==> config.mk <==
export PLATFORM = sky130hd
export DESIGN_NAME = frame_shifter
export DESIGN_NICKNAME = d
export VERILOG_FILES = /design/src/rtl/frame_pkg.sv /design/src/rtl/frame_cfg_decode.sv /design/src/rtl/frame_tx.sv /design/src/rtl/frame_rx.sv /design/src/rtl/frame_shifter.sv
export SDC_FILE = /design/constraint.sdc
export NUM_CORES = 1
export LEC_CHECK = 0
export BUFFER_PORTS_ARGS = -buffer_cell sky130_fd_sc_hd__buf_2
export CAP_MARGIN = 20
export CELL_PAD_IN_SITES_DETAIL_PLACEMENT = 1
export CELL_PAD_IN_SITES_GLOBAL_PLACEMENT = 1
export CORE_MARGIN = 5
export CORE_UTILIZATION = 45
export DETAILED_ROUTE_END_ITERATION = 8
export GPL_TIMING_DRIVEN = 1
export HOLD_SLACK_MARGIN = 0.05
export PLACE_DENSITY_LB_ADDON = 0.25
export REMOVE_ABC_BUFFERS = 1
export SETUP_SLACK_MARGIN = 0.02
export SLEW_MARGIN = 10
export SYNTH_ARGS = -nofsm -noshare
export SYNTH_HDL_FRONTEND = slang
export SYNTH_SLANG_ARGS = --single-unit
==> constraint.sdc <==
create_clock -name clk -period 3 [get_ports clk]
set_input_delay 0.15 -clock clk [delete_from_list [all_inputs] [get_ports clk]]
set_output_delay 0.15 -clock clk [all_outputs]
set_load 0.03 [all_outputs]
==> src/rtl/frame_pkg.sv <==
package frame_pkg;

    localparam int DATA_MAX = 9;
    localparam int DATA_MIN = 5;
    localparam int CNT_W    = $clog2(DATA_MAX + 1);
    localparam int LEN_CODE_W = 3;
    localparam int PAR_CODE_W = 2;

    typedef logic [DATA_MAX-1:0] word_t;
    typedef logic [CNT_W-1:0]    cnt_t;

    typedef struct packed {
        cnt_t len;
        logic par_en;
        logic par_odd;
        logic stop2;
    } fmt_t;

    typedef enum logic [2:0] {
        TX_IDLE, TX_ARMED, TX_START, TX_DATA, TX_PAR, TX_STOP1, TX_STOP2
    } tx_state_e;

    typedef enum logic [1:0] {
        RX_IDLE, RX_DATA, RX_PAR, RX_STOP
    } rx_state_e;

    function automatic word_t len_mask(input cnt_t len);
        word_t m;
        for (int i = 0; i < DATA_MAX; i++) begin
            m[i] = (cnt_t'(i) < len);
        end
        return m;
    endfunction

    function automatic logic parity_of(input word_t d, input cnt_t len, input logic odd);
        return (^(d & len_mask(len))) ^ odd;
    endfunction

endpackage

==> src/rtl/frame_cfg_decode.sv <==
module frame_cfg_decode
    import frame_pkg::*;
(
    input  logic [LEN_CODE_W-1:0] len_code,
    input  logic [PAR_CODE_W-1:0] par_code,
    input  logic                  stop2,
    output fmt_t                  fmt
);
    localparam logic [LEN_CODE_W-1:0] TOP_CODE = LEN_CODE_W'(DATA_MAX - DATA_MIN);

    always_comb begin
        if (len_code >= TOP_CODE) begin
            fmt.len = cnt_t'(DATA_MAX);
        end else begin
            fmt.len = cnt_t'(DATA_MIN) + cnt_t'(len_code);
        end
        fmt.par_en  = par_code[1];
        fmt.par_odd = par_code[0];
        fmt.stop2   = stop2;
    end
endmodule

==> src/rtl/frame_tx.sv <==
module frame_tx
    import frame_pkg::*;
(
    input  logic  clk,
    input  logic  rst,
    input  fmt_t  fmt_in,
    input  logic  load,
    input  word_t data,
    input  logic  chg,
    output logic  ready,
    output logic  line
);
    tx_state_e st;
    fmt_t      fmt_q;
    word_t     sh;
    cnt_t      sent;
    logic      par_q;

    always_ff @(posedge clk) begin
        if (rst) begin
            st    <= TX_IDLE;
            line  <= 1'b1;
            fmt_q <= '0;
            sh    <= '0;
            sent  <= '0;
            par_q <= 1'b0;
        end else begin
            case (st)
                TX_IDLE: begin
                    if (load) begin
                        fmt_q <= fmt_in;
                        sh    <= data & len_mask(fmt_in.len);
                        par_q <= parity_of(data, fmt_in.len, fmt_in.par_odd);
                        st    <= TX_ARMED;
                    end
                end
                TX_ARMED: begin
                    if (chg) begin
                        line <= 1'b0;
                        st   <= TX_START;
                    end
                end
                TX_START: begin
                    if (chg) begin
                        line <= sh[0];
                        sh   <= sh >> 1;
                        sent <= cnt_t'(1);
                        st   <= TX_DATA;
                    end
                end
                TX_DATA: begin
                    if (chg) begin
                        if (sent == fmt_q.len) begin
                            if (fmt_q.par_en) begin
                                line <= par_q;
                                st   <= TX_PAR;
                            end else begin
                                line <= 1'b1;
                                st   <= TX_STOP1;
                            end
                        end else begin
                            line <= sh[0];
                            sh   <= sh >> 1;
                            sent <= sent + cnt_t'(1);
                        end
                    end
                end
                TX_PAR: begin
                    if (chg) begin
                        line <= 1'b1;
                        st   <= TX_STOP1;
                    end
                end
                TX_STOP1: begin
                    if (chg) begin
                        st <= fmt_q.stop2 ? TX_STOP2 : TX_IDLE;
                    end
                end
                TX_STOP2: begin
                    if (chg) begin
                        st <= TX_IDLE;
                    end
                end
                default: st <= TX_IDLE;
            endcase
        end
    end

    assign ready = (st == TX_IDLE);


    idle_line_high_chk: assert property (@(posedge clk) disable iff (rst)
        ready |-> line);

    line_moves_on_strobe_chk: assert property (@(posedge clk) disable iff (rst)
        !$stable(line) |-> $past(chg));

    ready_rise_on_strobe_chk: assert property (@(posedge clk) disable iff (rst)
        $rose(ready) |-> $past(chg));

    load_drops_ready_chk: assert property (@(posedge clk) disable iff (rst)
        (ready && load) |=> !ready);
endmodule

==> src/rtl/frame_rx.sv <==
module frame_rx
    import frame_pkg::*;
(
    input  logic  clk,
    input  logic  rst,
    input  fmt_t  fmt_in,
    input  logic  smp,
    input  logic  line,
    output logic  valid,
    output word_t data,
    output logic  par_err,
    output logic  frm_err
);
    rx_state_e st;
    fmt_t      fmt_q;
    word_t     acc;
    cnt_t      got;
    logic      par_bit_q;

    always_ff @(posedge clk) begin
        if (rst) begin
            st        <= RX_IDLE;
            fmt_q     <= '0;
            acc       <= '0;
            got       <= '0;
            par_bit_q <= 1'b0;
            valid     <= 1'b0;
            data      <= '0;
            par_err   <= 1'b0;
            frm_err   <= 1'b0;
        end else begin
            valid <= 1'b0;
            case (st)
                RX_IDLE: begin
                    if (smp && !line) begin
                        fmt_q <= fmt_in;
                        acc   <= '0;
                        got   <= '0;
                        st    <= RX_DATA;
                    end
                end
                RX_DATA: begin
                    if (smp) begin
                        acc[got] <= line;
                        got      <= got + cnt_t'(1);
                        if (got == fmt_q.len - cnt_t'(1)) begin
                            st <= fmt_q.par_en ? RX_PAR : RX_STOP;
                        end
                    end
                end
                RX_PAR: begin
                    if (smp) begin
                        par_bit_q <= line;
                        st        <= RX_STOP;
                    end
                end
                RX_STOP: begin
                    if (smp) begin
                        valid   <= 1'b1;
                        data    <= acc;
                        frm_err <= !line;
                        par_err <= fmt_q.par_en &&
                                   (par_bit_q != parity_of(acc, fmt_q.len, fmt_q.par_odd));
                        st      <= RX_IDLE;
                    end
                end
                default: st <= RX_IDLE;
            endcase
        end
    end


    valid_single_pulse_chk: assert property (@(posedge clk) disable iff (rst)
        valid |=> !valid);

    valid_follows_sample_chk: assert property (@(posedge clk) disable iff (rst)
        valid |-> $past(smp));

    no_parity_no_error_chk: assert property (@(posedge clk) disable iff (rst)
        (valid && !fmt_q.par_en) |-> !par_err);
endmodule

==> src/rtl/frame_shifter.sv <==
module frame_shifter
    import frame_pkg::*;
(
    input  logic                  clk,
    input  logic                  rst,
    input  logic [LEN_CODE_W-1:0] cfg_len,
    input  logic [PAR_CODE_W-1:0] cfg_par,
    input  logic                  cfg_stop2,
    input  logic                  tx_load,
    input  logic [DATA_MAX-1:0]   tx_data,
    input  logic                  tx_chg,
    output logic                  tx_ready,
    output logic                  tx_line,
    input  logic                  rx_smp,
    input  logic                  rx_line,
    output logic                  rx_valid,
    output logic [DATA_MAX-1:0]   rx_data,
    output logic                  rx_par_err,
    output logic                  rx_frm_err
);
    fmt_t fmt_now;

    frame_cfg_decode u_dec (
        .len_code (cfg_len),
        .par_code (cfg_par),
        .stop2    (cfg_stop2),
        .fmt      (fmt_now)
    );

    frame_tx u_tx (
        .clk    (clk),
        .rst    (rst),
        .fmt_in (fmt_now),
        .load   (tx_load),
        .data   (tx_data),
        .chg    (tx_chg),
        .ready  (tx_ready),
        .line   (tx_line)
    );

    frame_rx u_rx (
        .clk     (clk),
        .rst     (rst),
        .fmt_in  (fmt_now),
        .smp     (rx_smp),
        .line    (rx_line),
        .valid   (rx_valid),
        .data    (rx_data),
        .par_err (rx_par_err),
        .frm_err (rx_frm_err)
    );
endmodule

# [Word level (Yosys, flattened, before mapping)]
# Index checks and enable logic that the tools add are counted.
[classes] div_mod_pow=0 eq_ne=26 mux=45 n_lt_le_gt_ge=21 n_shift=0 reduce_logical=23 addsub=4 multipliers=0 n_bitwise=5
[op_table] op="$mux W9" count=6
[op_table] op="$lt A3 B4 Y1 const A" count=8
[op_table] op="$mux W3" count=9
[op_table] op="$pmux W9 S3" count=1
[op_table] op="$mux W4" count=6
[op_table] op="$ne A2 B2 Y1 const B" count=11
[op_table] op="$pmux W3 S7" count=1
[op_table] op="$and A9 B9 Y9" count=2
[op_table] op="$pmux W9 S2" count=1
[op_table] op="$reduce_xor A9 Y1" count=2
[op_table] op="$lt A1 B4 Y1 const A" count=4
[op_table] op="$lt A2 B4 Y1 const A" count=4
[op_table] op="$pmux W4 S2" count=2
[op_table] op="$reduce_and A5 Y1" count=3
[op_table] op="$mux W1" count=10
[op_table] op="$mux W2" count=5
[op_table] op="$bwmux W9" count=1
[op_table] op="$eq A3 B3 Y1 const B" count=3
[op_table] op="$add A4 B1 Y4 const B" count=2
[op_table] op="$eq A4 B4 Y1" count=2
[op_table] op="$lt A4 B4 Y1 const A" count=2
[op_table] op="$pmux W2 S4" count=1
[op_table] op="$reduce_and A2 Y1" count=4
[op_table] op="$reduce_and A8 Y1" count=1
[op_table] op="other kinds (25)" count=33
[word_totals] wordCells=143 reg_bits=58 romBits=0 latch_bits=0 ramBits=0 memories=0 output_inout_bits=14

# [Logic depth before layout (Yosys ltp)]
# Gate-level depths: netlist of the first run.
[depth] word_depth=7 mapped_depth=9 mapped_depth_nobuf=8

# [Modules after synthesis]
# Synthesis of the first run repeated with hierarchy kept, for this count alone.
[hier_totals] cells_unflattened=415 area_unflattened_um2=3348.2
[by_module_without_submodules] mod="frame_rx" cells_per_inst=221 instances=1 seq_area_each_um2=680.7 area_per_inst_um2=1820.5
[by_module_without_submodules] mod="frame_tx" cells_per_inst=183 instances=1 seq_area_each_um2=480.5 area_per_inst_um2=1448.9
[by_module_without_submodules] mod="frame_cfg_decode" cells_per_inst=11 instances=1 seq_area_each_um2=0.0 area_per_inst_um2=78.8

# [Worst setup path before layout of the first run]
# Ideal clock, no wire load.
[synth_path] kind="reg-to-reg" start="register u_tx.st[1]" end="register u_tx.sh[4]" stages_incl_launch_ff=8 period_less_slack_ps=2315 setup_time_ps=128 path_slack_ps=685 arrival_time_ps=2187 cell_sequence="dfxtp_1 > buf_2 > nor3_1 > nand2_1 > o21ai_4 > buf_6 > mux2i_1 > nor2_1"
[synth_via] elab_chain_len=3 elab_cells_between_ends=10 cone_classes="eq/ne: 6; mux: 1; reduce/logical: 3"
[synth_lines] element="start: declaration" line="frame_tx.sv:13" source="tx_state_e st;"
[synth_lines] element="start signal: assignment" line="frame_tx.sv:76" source="st <= fmt_q.stop2 ? TX_STOP2 : TX_IDLE;"
[synth_lines] element="$logic_not A3 Y1 (*)"
[synth_lines] element="via tx_ready" line="frame_shifter.sv:12" source="output logic tx_ready,"
[synth_lines] element="$ne A2 B2 Y1 (no source line) or $reduce_bool A3 Y1 (tied branches)"
[synth_lines] element="$reduce_and A5 Y1 (no source line)"
[synth_lines] element="end signal: assignment" line="frame_tx.sv:32" source="sh <= data & len_mask(fmt_in.len);"
[synth_lines] element="end signal: assignment" line="frame_tx.sv:46" source="sh <= sh >> 1;"
[synth_lines] element="end signal: assignment" line="frame_tx.sv:63" source="sh <= sh >> 1;"
[synth_lines] element="end: declaration" line="frame_tx.sv:15" source="word_t sh;"
# Mark *: on every way through the listed nets, which the timed path passes. The rest lies on a longest branch.
# A chain may end at the register's enable or synchronous reset.

# [Final worst setup path of the first run]
[layout_path] start="register u_rx.st[0]" end="register u_rx.acc[4]"
[layout_via] elab_chain_len=3 elab_cells_between_ends=7 cone_classes="eq/ne: 3; mux: 1; reduce/logical: 3"
[layout_lines] element="start: declaration" line="frame_rx.sv:14" source="rx_state_e st;"
[layout_lines] element="start signal: assignment" line="frame_rx.sv:47" source="st <= fmt_q.par_en ? RX_PAR : RX_STOP;"
[layout_lines] element="$eq A2 B1 Y1 or $logic_not A2 Y1 (tied branches)" line="frame_rx.sv:33" source="case (st)"
[layout_lines] element="$ne A2 B2 Y1 (no source line), or another cell as far along"
[layout_lines] element="$reduce_and A3 Y1 (no source line)"
[layout_lines] element="end signal: indexed assignment" line="frame_rx.sv:44" source="acc[got] <= line;"
[layout_lines] element="end: declaration" line="frame_rx.sv:16" source="word_t acc;"
# Several ways; a longest one is shown, not always the timed one.

==> results.json, run 1 <==
{
  "status": "complete, no violations",
  "syn_to_final_growth_pct": 12.0,
  "fin_nets": 471,
  "yosys-top-cells-area": "dfxtp_1 (35%), nand2_1 (7.5%), a21oi_1 (6.2%)",
  "async_flop_share_pct": 0,
  "clock_sinks": 58,
  "p_sw_uw": 757,
  "layout_common_cells": "nand2_1 (66), dfxtp_1 (58), nor2_1 (43)",
  "ys_types": 57,
  "port_buffers": 34,
  "slew_violations": 0,
  "mostFrequentLayoutCell": "nand2_1",
  "path_clk_slew_ps": 70,
  "post_cts_buffers": 0,
  "syn-instance-count": 412,
  "drv_cap": 0,
  "drt-pass1-iter-count": 4,
  "timing.final.crit_share_pct": 72.1,
  "fin_tns_setup_ps": 0,
  "coreArea_um2": 7210,
  "cts_buffer_depth": 2,
  "tightest_slew_ps": 780,
  "ys_warn_count": 0,
  "synth.ff_latch_count": 58,
  "gp_congestion": 0.849,
  "grt_pass1_vias": 3072,
  "post_cts_resized": 0,
  "drt_iter0_markers": 80,
  "crit_family": "simple AND/OR/NAND/NOR gates",
  "clock_latency_ps": 340,
  "critical_path.max_stage_delay_ps": 560,
  "fp-row-count": 31,
  "vias": 2977,
  "p_int_mw": 1.50,
  "cts_root_buffer": "clkbuf_8",
  "power.density_nw_per_um2": 607,
  "crit_path_frequent_cell": "nand2_1",
  "avgSynthCellArea_um2": 8.06,
  "ys.flop_type": "dfxtp_1",
  "n_antenna_cell": 0,
  "max-slew-margin-rel_pct": 48.0,
  "io_pins": 35,
  "routed_wl_mm": 8.69,
  "min_path_type": "in -> reg",
  "start_kind": "flop",
  "cts_hold_buf": 0,
  "end_kind": "flop",
  "fin_skew_ps": 10.8,
  "viasPerCell": 5.54,
  "cts_made_buffers": 9,
  "grt-ovfl-total": 0,
  "die_y_um": 95.9,
  "grt_max_degree": 29,
  "fin_crit_ps": 2160,
  "place_hpwl_mm": 6.35,
  "grt_pass1_wl_mm": 14.7,
  "yosysTopAreaCell": "dfxtp_1",
  "synth_area_um2": 3320,
  "max-vdd-ir-drop_mv": 0.271,
  "pwr-share-clk_pct": 32.1,
  "final_util_pct": 51.5,
  "path_cells": "inv_1, ha_1, nor2b_1, o21ai_1, nor3b_1, nand2_1, nand2_1, a21oi_1",
  "sequentialPowerShare_pct": 40.6,
  "finalSetupViolations": 0,
  "wire_per_inst_um": 16.2,
  "crit_fanout": 6,
  "h-tree-depth": 3,
  "worstPathArrival_ps": 2350,
  "cts_tree": "yes",
  "die_area_um2": 9200,
  "hold_viol": 0,
  "worst-path-buf-inv": 1,
  "power.share.combinational_pct": 27.3,
  "drcViolationCount": 0,
  "antenna_found_initial": 0,
  "fmax_ghz": 0.462,
  "p_sw_share_pct": 33.6,
  "drtAntennaViolNets": 0,
  "drive_gt1_share_pct": 15.1,
  "synth_top_area_share_pct": 35.0,
  "fp.dieW_um": 95.9,
  "rsz0062_at_grt": "no",
  "gr-usage-all-layers_pct": 20.6,
  "yosysSeqAreaShare_pct": 35.0,
  "synth_edf_count": 0,
  "slowest_stage": "nor3b_1",
  "path_class": "reg -> reg",
  "p_leak_nw": 1.48,
  "crit_required_ps": 3180,
  "start_util_pct": 46.0
}
-- Yosys cell counts (2+ instances only) --
master and instances:
o211ai_1 3, nand2b_1 4, a22oi_1 2, clkbuf_1 18, o21ai_1 6, xnor3_1 2, o21bai_1 2, nand4b_1 2
nor3b_1 3, mux2i_1 6, a21o_1 2, inv_1 13, nor4_1 2, ha_1 15, nand3_1 15, nand2_1 66
a32oi_1 3, dfxtp_1 58, o21ai_0 12, a311oi_2 6, xor2_1 11, and2_1 6, nor2_1 43, o21a_1 3
nor3_1 10, buf_2 4, xnor2_1 11, a21oi_1 41, nand3b_1 3, nor2b_1 7, a211oi_1 6, nand4_1 2
-- metrics by stage --
stage               power [mW]  setup WS (ps)  instances  area [um^2]  hold slack (ps)
detailed placement        1.55            582        523         3530              424
global placement          1.52            660        523         3530              394
CTS                       2.27            823        537         3720             62.9
finish                    2.26            836        537         3720             66.2
global route              2.39            605        537         3720             62.2
floorplan                 1.37            725        388         3220              215
-- area by class of cell --
class                           count  area [um^2]
Clock buffer                       11          151
Clock inverter                      3         40.0
Fill cell                         920         3500
Inverter                           13         48.8
Multi-Input combinational cell    317         2010
Sequential cell                    58         1160
Tap cell                           99          124
Timing Repair Buffer               36          185
-- path summary, 6_finish.rpt --
path	from	to	slack, ps	cells after the start
worst max-delay path	u_rx.st[0]$_SDFFE_PP0P_	u_rx.acc[4]$_SDFFE_PP0P_	840	8
worst min-delay path	cfg_stop2	u_tx.fmt_q[0]$_SDFFE_PP0P_	70	3
worst max register to register	u_rx.st[0]$_SDFFE_PP0P_	u_rx.acc[4]$_SDFFE_PP0P_	840	8
worst min register to register	u_rx.data[7]$_SDFFE_PP0P_	u_rx.data[7]$_SDFFE_PP0P_	460	2
-- worst min-delay path: stages --
cell and delay (ps):
buf_2 100, nand2_1 50, a21oi_1 60
-- cells by family after synthesis --
logic type,after synthesis,synth area share (%)
simple gates,169,24.0
compound gates,101,21.1
flops,58,35.0
buf+inv,37,4.56
xor+xnor,24,7.16
fa+ha+maj,15,5.65
mux,8,2.60
-- per-layer routing --
| metal | routed length (um) | global-route usage [%] | part of all wire [%] |
|---|---|---|---|
| met1 | 3800 | 23.6 | 44 |
| met2 | 4470 | 37.3 | 51 |
| met3 | 229 | 3.67 | 2.6 |
| met4 | 189 | 8.53 | 2.2 |
| met5 | 0 | 0 | 0 |
-- flip-flops by register name, summed over array words and instances, names as in the netlist, 2 cells and up --
signal / flops
u_rx.acc: 9
u_rx.data: 9
u_tx.sh: 9
u_rx.fmt_q: 6
u_tx.fmt_q: 6
u_rx.got: 4
u_tx.sent: 4
u_tx.st: 3
u_rx.st: 2
-- power groups by stage --
stage | Sequential (mW) | Clock [mW] | Combinational, mW
2_1_floorplan | 0.917 | 0 | 0.456
3_3_place_gp | 0.928 | 0 | 0.590
3_5_place_dp | 0.932 | 0 | 0.617
4_1_cts | 0.916 | 0.736 | 0.622
5_1_grt | 0.928 | 0.773 | 0.691
6_report | 0.916 | 0.724 | 0.615
No activity file was read; power rests on OpenSTA's default activity.
==> inputs of run 2 (changes only) <==
--- a/config.mk
+++ b/config.mk
@@ -10,7 +10,7 @@
 export CELL_PAD_IN_SITES_DETAIL_PLACEMENT = 1
 export CELL_PAD_IN_SITES_GLOBAL_PLACEMENT = 1
 export CORE_MARGIN = 5
-export CORE_UTILIZATION = 45
+export CORE_UTILIZATION = 44
 export DETAILED_ROUTE_END_ITERATION = 8
 export GPL_TIMING_DRIVEN = 1
 export HOLD_SLACK_MARGIN = 0.05
==> constraint.sdc (replaced) <==
create_clock -name clk -period 2.05 [get_ports clk]
set_input_delay 0.1025 -clock clk [delete_from_list [all_inputs] [get_ports clk]]
set_output_delay 0.1025 -clock clk [all_outputs]
set_load 0.03 [all_outputs]
==> run 2 against run 1 <==
  * First-iteration DRC count shrank 11%
  * Non-clock buffer count grew 24
  * Register-to-register slack worse by 670 ps
  * Final area rose by 5.2%
  * Count of clock-buffer cells in the layout rose by 1
  * Routed wire length increased by 2.5%
  * Sequential share of layout area shrank 1.6 points
  * Critical path depth decreased by 2
  * Maximum frequency grew 15%
  * Sequential power up 43%
  * Critical path type unchanged
  * Largest power group unchanged
==> results.json, run 2 (synthesized netlist as in run 1, its figures left out) <==
{
  "slew_violations": 0,
  "status": "complete, no violations",
  "critical_path.max_stage_delay_ps": 450,
  "drcViolationCount": 0,
  "grt-ovfl-total": 0,
  "crit_fanout": 16,
  "clock_sinks": 58,
  "cts_root_buffer": "clkbuf_8",
  "placed_area_um2": 3680,
  "worstPathArrival_ps": 2130,
  "die_y_um": 96.9,
  "hold_viol": 0,
  "cts_buffer_depth": 2,
  "pwr-share-clk_pct": 30.3,
  "gp_congestion": 0.822,
  "clock_latency_ps": 340,
  "port_buffers": 34,
  "start_kind": "flop",
  "worst-path-buf-inv": 0,
  "path_clk_slew_ps": 70,
  "path_class": "reg -> reg",
  "timing.final.crit_share_pct": 91.9,
  "cts_made_buffers": 9,
  "fin_skew_ps": 15.0,
  "h-tree-depth": 3,
  "drv_cap": 0,
  "io_pins": 35,
  "whs_ps": 99.9,
  "power.density_nw_per_um2": 863,
  "sequentialPowerShare_pct": 38.7,
  "rsz0062_at_grt": "no",
  "p_int_mw": 2.24,
  "viasPerCell": 5.44,
  "p_leak_nw": 1.59,
  "routed_wl_mm": 8.90,
  "cts_tree": "yes",
  "drt-pass1-iter-count": 4,
  "min_path_type": "in -> reg",
  "max-slew-margin-rel_pct": 64.8,
  "die_area_um2": 9380,
  "fillers": 935,
  "syn_to_final_growth_pct": 17.9,
  "post_cts_buffers": 0,
  "gr-usage-all-layers_pct": 19.5,
  "fin_area_um2": 3910,
  "final_util_pct": 53.7,
  "fin_crit_ps": 1880,
  "reg.largest.list": "u_rx.acc: 9 flops, u_rx.data: 9 flops, u_tx.sh: 9 flops",
  "finalSetupViolations": 0,
  "mostFrequentLayoutCell": "nand2_1",
  "n_antenna_cell": 0,
  "start_util_pct": 45.5,
  "layout_common_cells": "nand2_1 (66), dfxtp_1 (58), nor2_1 (43)",
  "power.share.combinational_pct": 30.9,
  "grt_pass1_vias": 3234,
  "drtAntennaViolNets": 0,
  "drt_iter0_markers": 71,
  "fin_nets": 495,
  "p_sw_share_pct": 33.5,
  "antenna_found_initial": 0,
  "place_hpwl_mm": 6.73,
  "slowest_stage": "o21ai_4",
  "wire_per_inst_um": 15.8,
  "path_cells": "xor2_1, nor4_4, and2_4, o21ai_4, nor2_1, a311oi_2",
  "p_sw_mw": 1.13,
  "max-vdd-ir-drop_mv": 0.374,
  "fmax_ghz": 0.531,
  "vias": 3058,
  "fp.dieW_um": 96.9,
  "crit_required_ps": 2290,
  "tightest_slew_ps": 526,
  "grt_pass1_wl_mm": 15.2,
  "grt_max_degree": 22,
  "crit_family": "compound AO/OA/AOI/OAI gates",
  "drive_gt1_share_pct": 19.4,
  "fp-row-count": 31,
  "end_kind": "flop",
  "coreArea_um2": 7290
}
run 2: worst paths after layout:
path / endpoint / start / slack (ps) / cells after the start
hold reg to reg: u_rx.data[7]$_SDFFE_PP0P_ / u_rx.data[7]$_SDFFE_PP0P_ / 450 / 2
hold / removal: u_tx.line$_SDFFE_PP1P_ / tx_chg / 100 / 3
setup / recovery: u_tx.sh[3]$_SDFFE_PP0P_ / u_tx.sent[0]$_SDFFE_PP0P_ / 170 / 6
setup reg to reg: u_tx.sh[3]$_SDFFE_PP0P_ / u_tx.sent[0]$_SDFFE_PP0P_ / 170 / 6
run 2: worst register-to-register path: cells and delay by family, from the launching register on:
kind	cells	cell delay (ps)
AOI/OAI and AO/OA	2	720
xor gates and xnor gates	1	260
DFF	1	430
and+or+nand+nor	3	390
run 2: per-layer routing:
layer  track usage [%]  vias to the layer above  routed length [um]
li1                  -                     1522                   -
met1              21.9                     1469                3890
met2              35.8                       47                4550
met3              3.45                       20                 204
met4              7.88                        0                 254
met5                 0                        -                   0
run 2: power by group through the flow:
| stage | Clock, mW | Combinational (mW) | Sequential [mW] |
|---|---|---|---|
| after floorplan | 0 | 0.667 | 1.34 |
| after global placement | 0 | 0.967 | 1.33 |
| after detailed placement | 0 | 1.02 | 1.33 |
| after CTS | 1.05 | 1.03 | 1.31 |
| after global routing | 1.11 | 1.15 | 1.32 |
| final | 1.02 | 1.04 | 1.31 |
run 2: area by class of cell:
class / instances / area [um^2] / share of cell area [%]
Sequential cell: 58 / 1160 / 29.7
Clock inverter: 3 / 40.0 / 1.02
Timing Repair Buffer: 60 / 373 / 9.53
Clock buffer: 12 / 145 / 3.71
Inverter: 13 / 48.8 / 1.25
Multi-Input combinational cell: 317 / 2020 / 51.7
Tap cell: 99 / 124 / 3.16
run 2: repair_timing:
| action | CTS | global route |
|---|---|---|
| hold buffers | 2 | 1 |
| gates resized for setup | 0 | 4 |
| endpoints found under the setup margin | 0 | 7 |
| hold endpoints to repair | 2 | 1 |
run 2: stage by stage:
step / total power, mW / worst slack, ps / setup TNS, ps / instances
after detailed placement: 2.35 / -209 / -209 / 544
final: 3.38 / 165 / 0 / 562
after floorplan: 2.01 / -225 / -2430 / 388
after global routing: 3.59 / 35.6 / 0 / 562
after CTS: 3.39 / 81.4 / 0 / 561
after global placement: 2.29 / -116 / -116 / 544
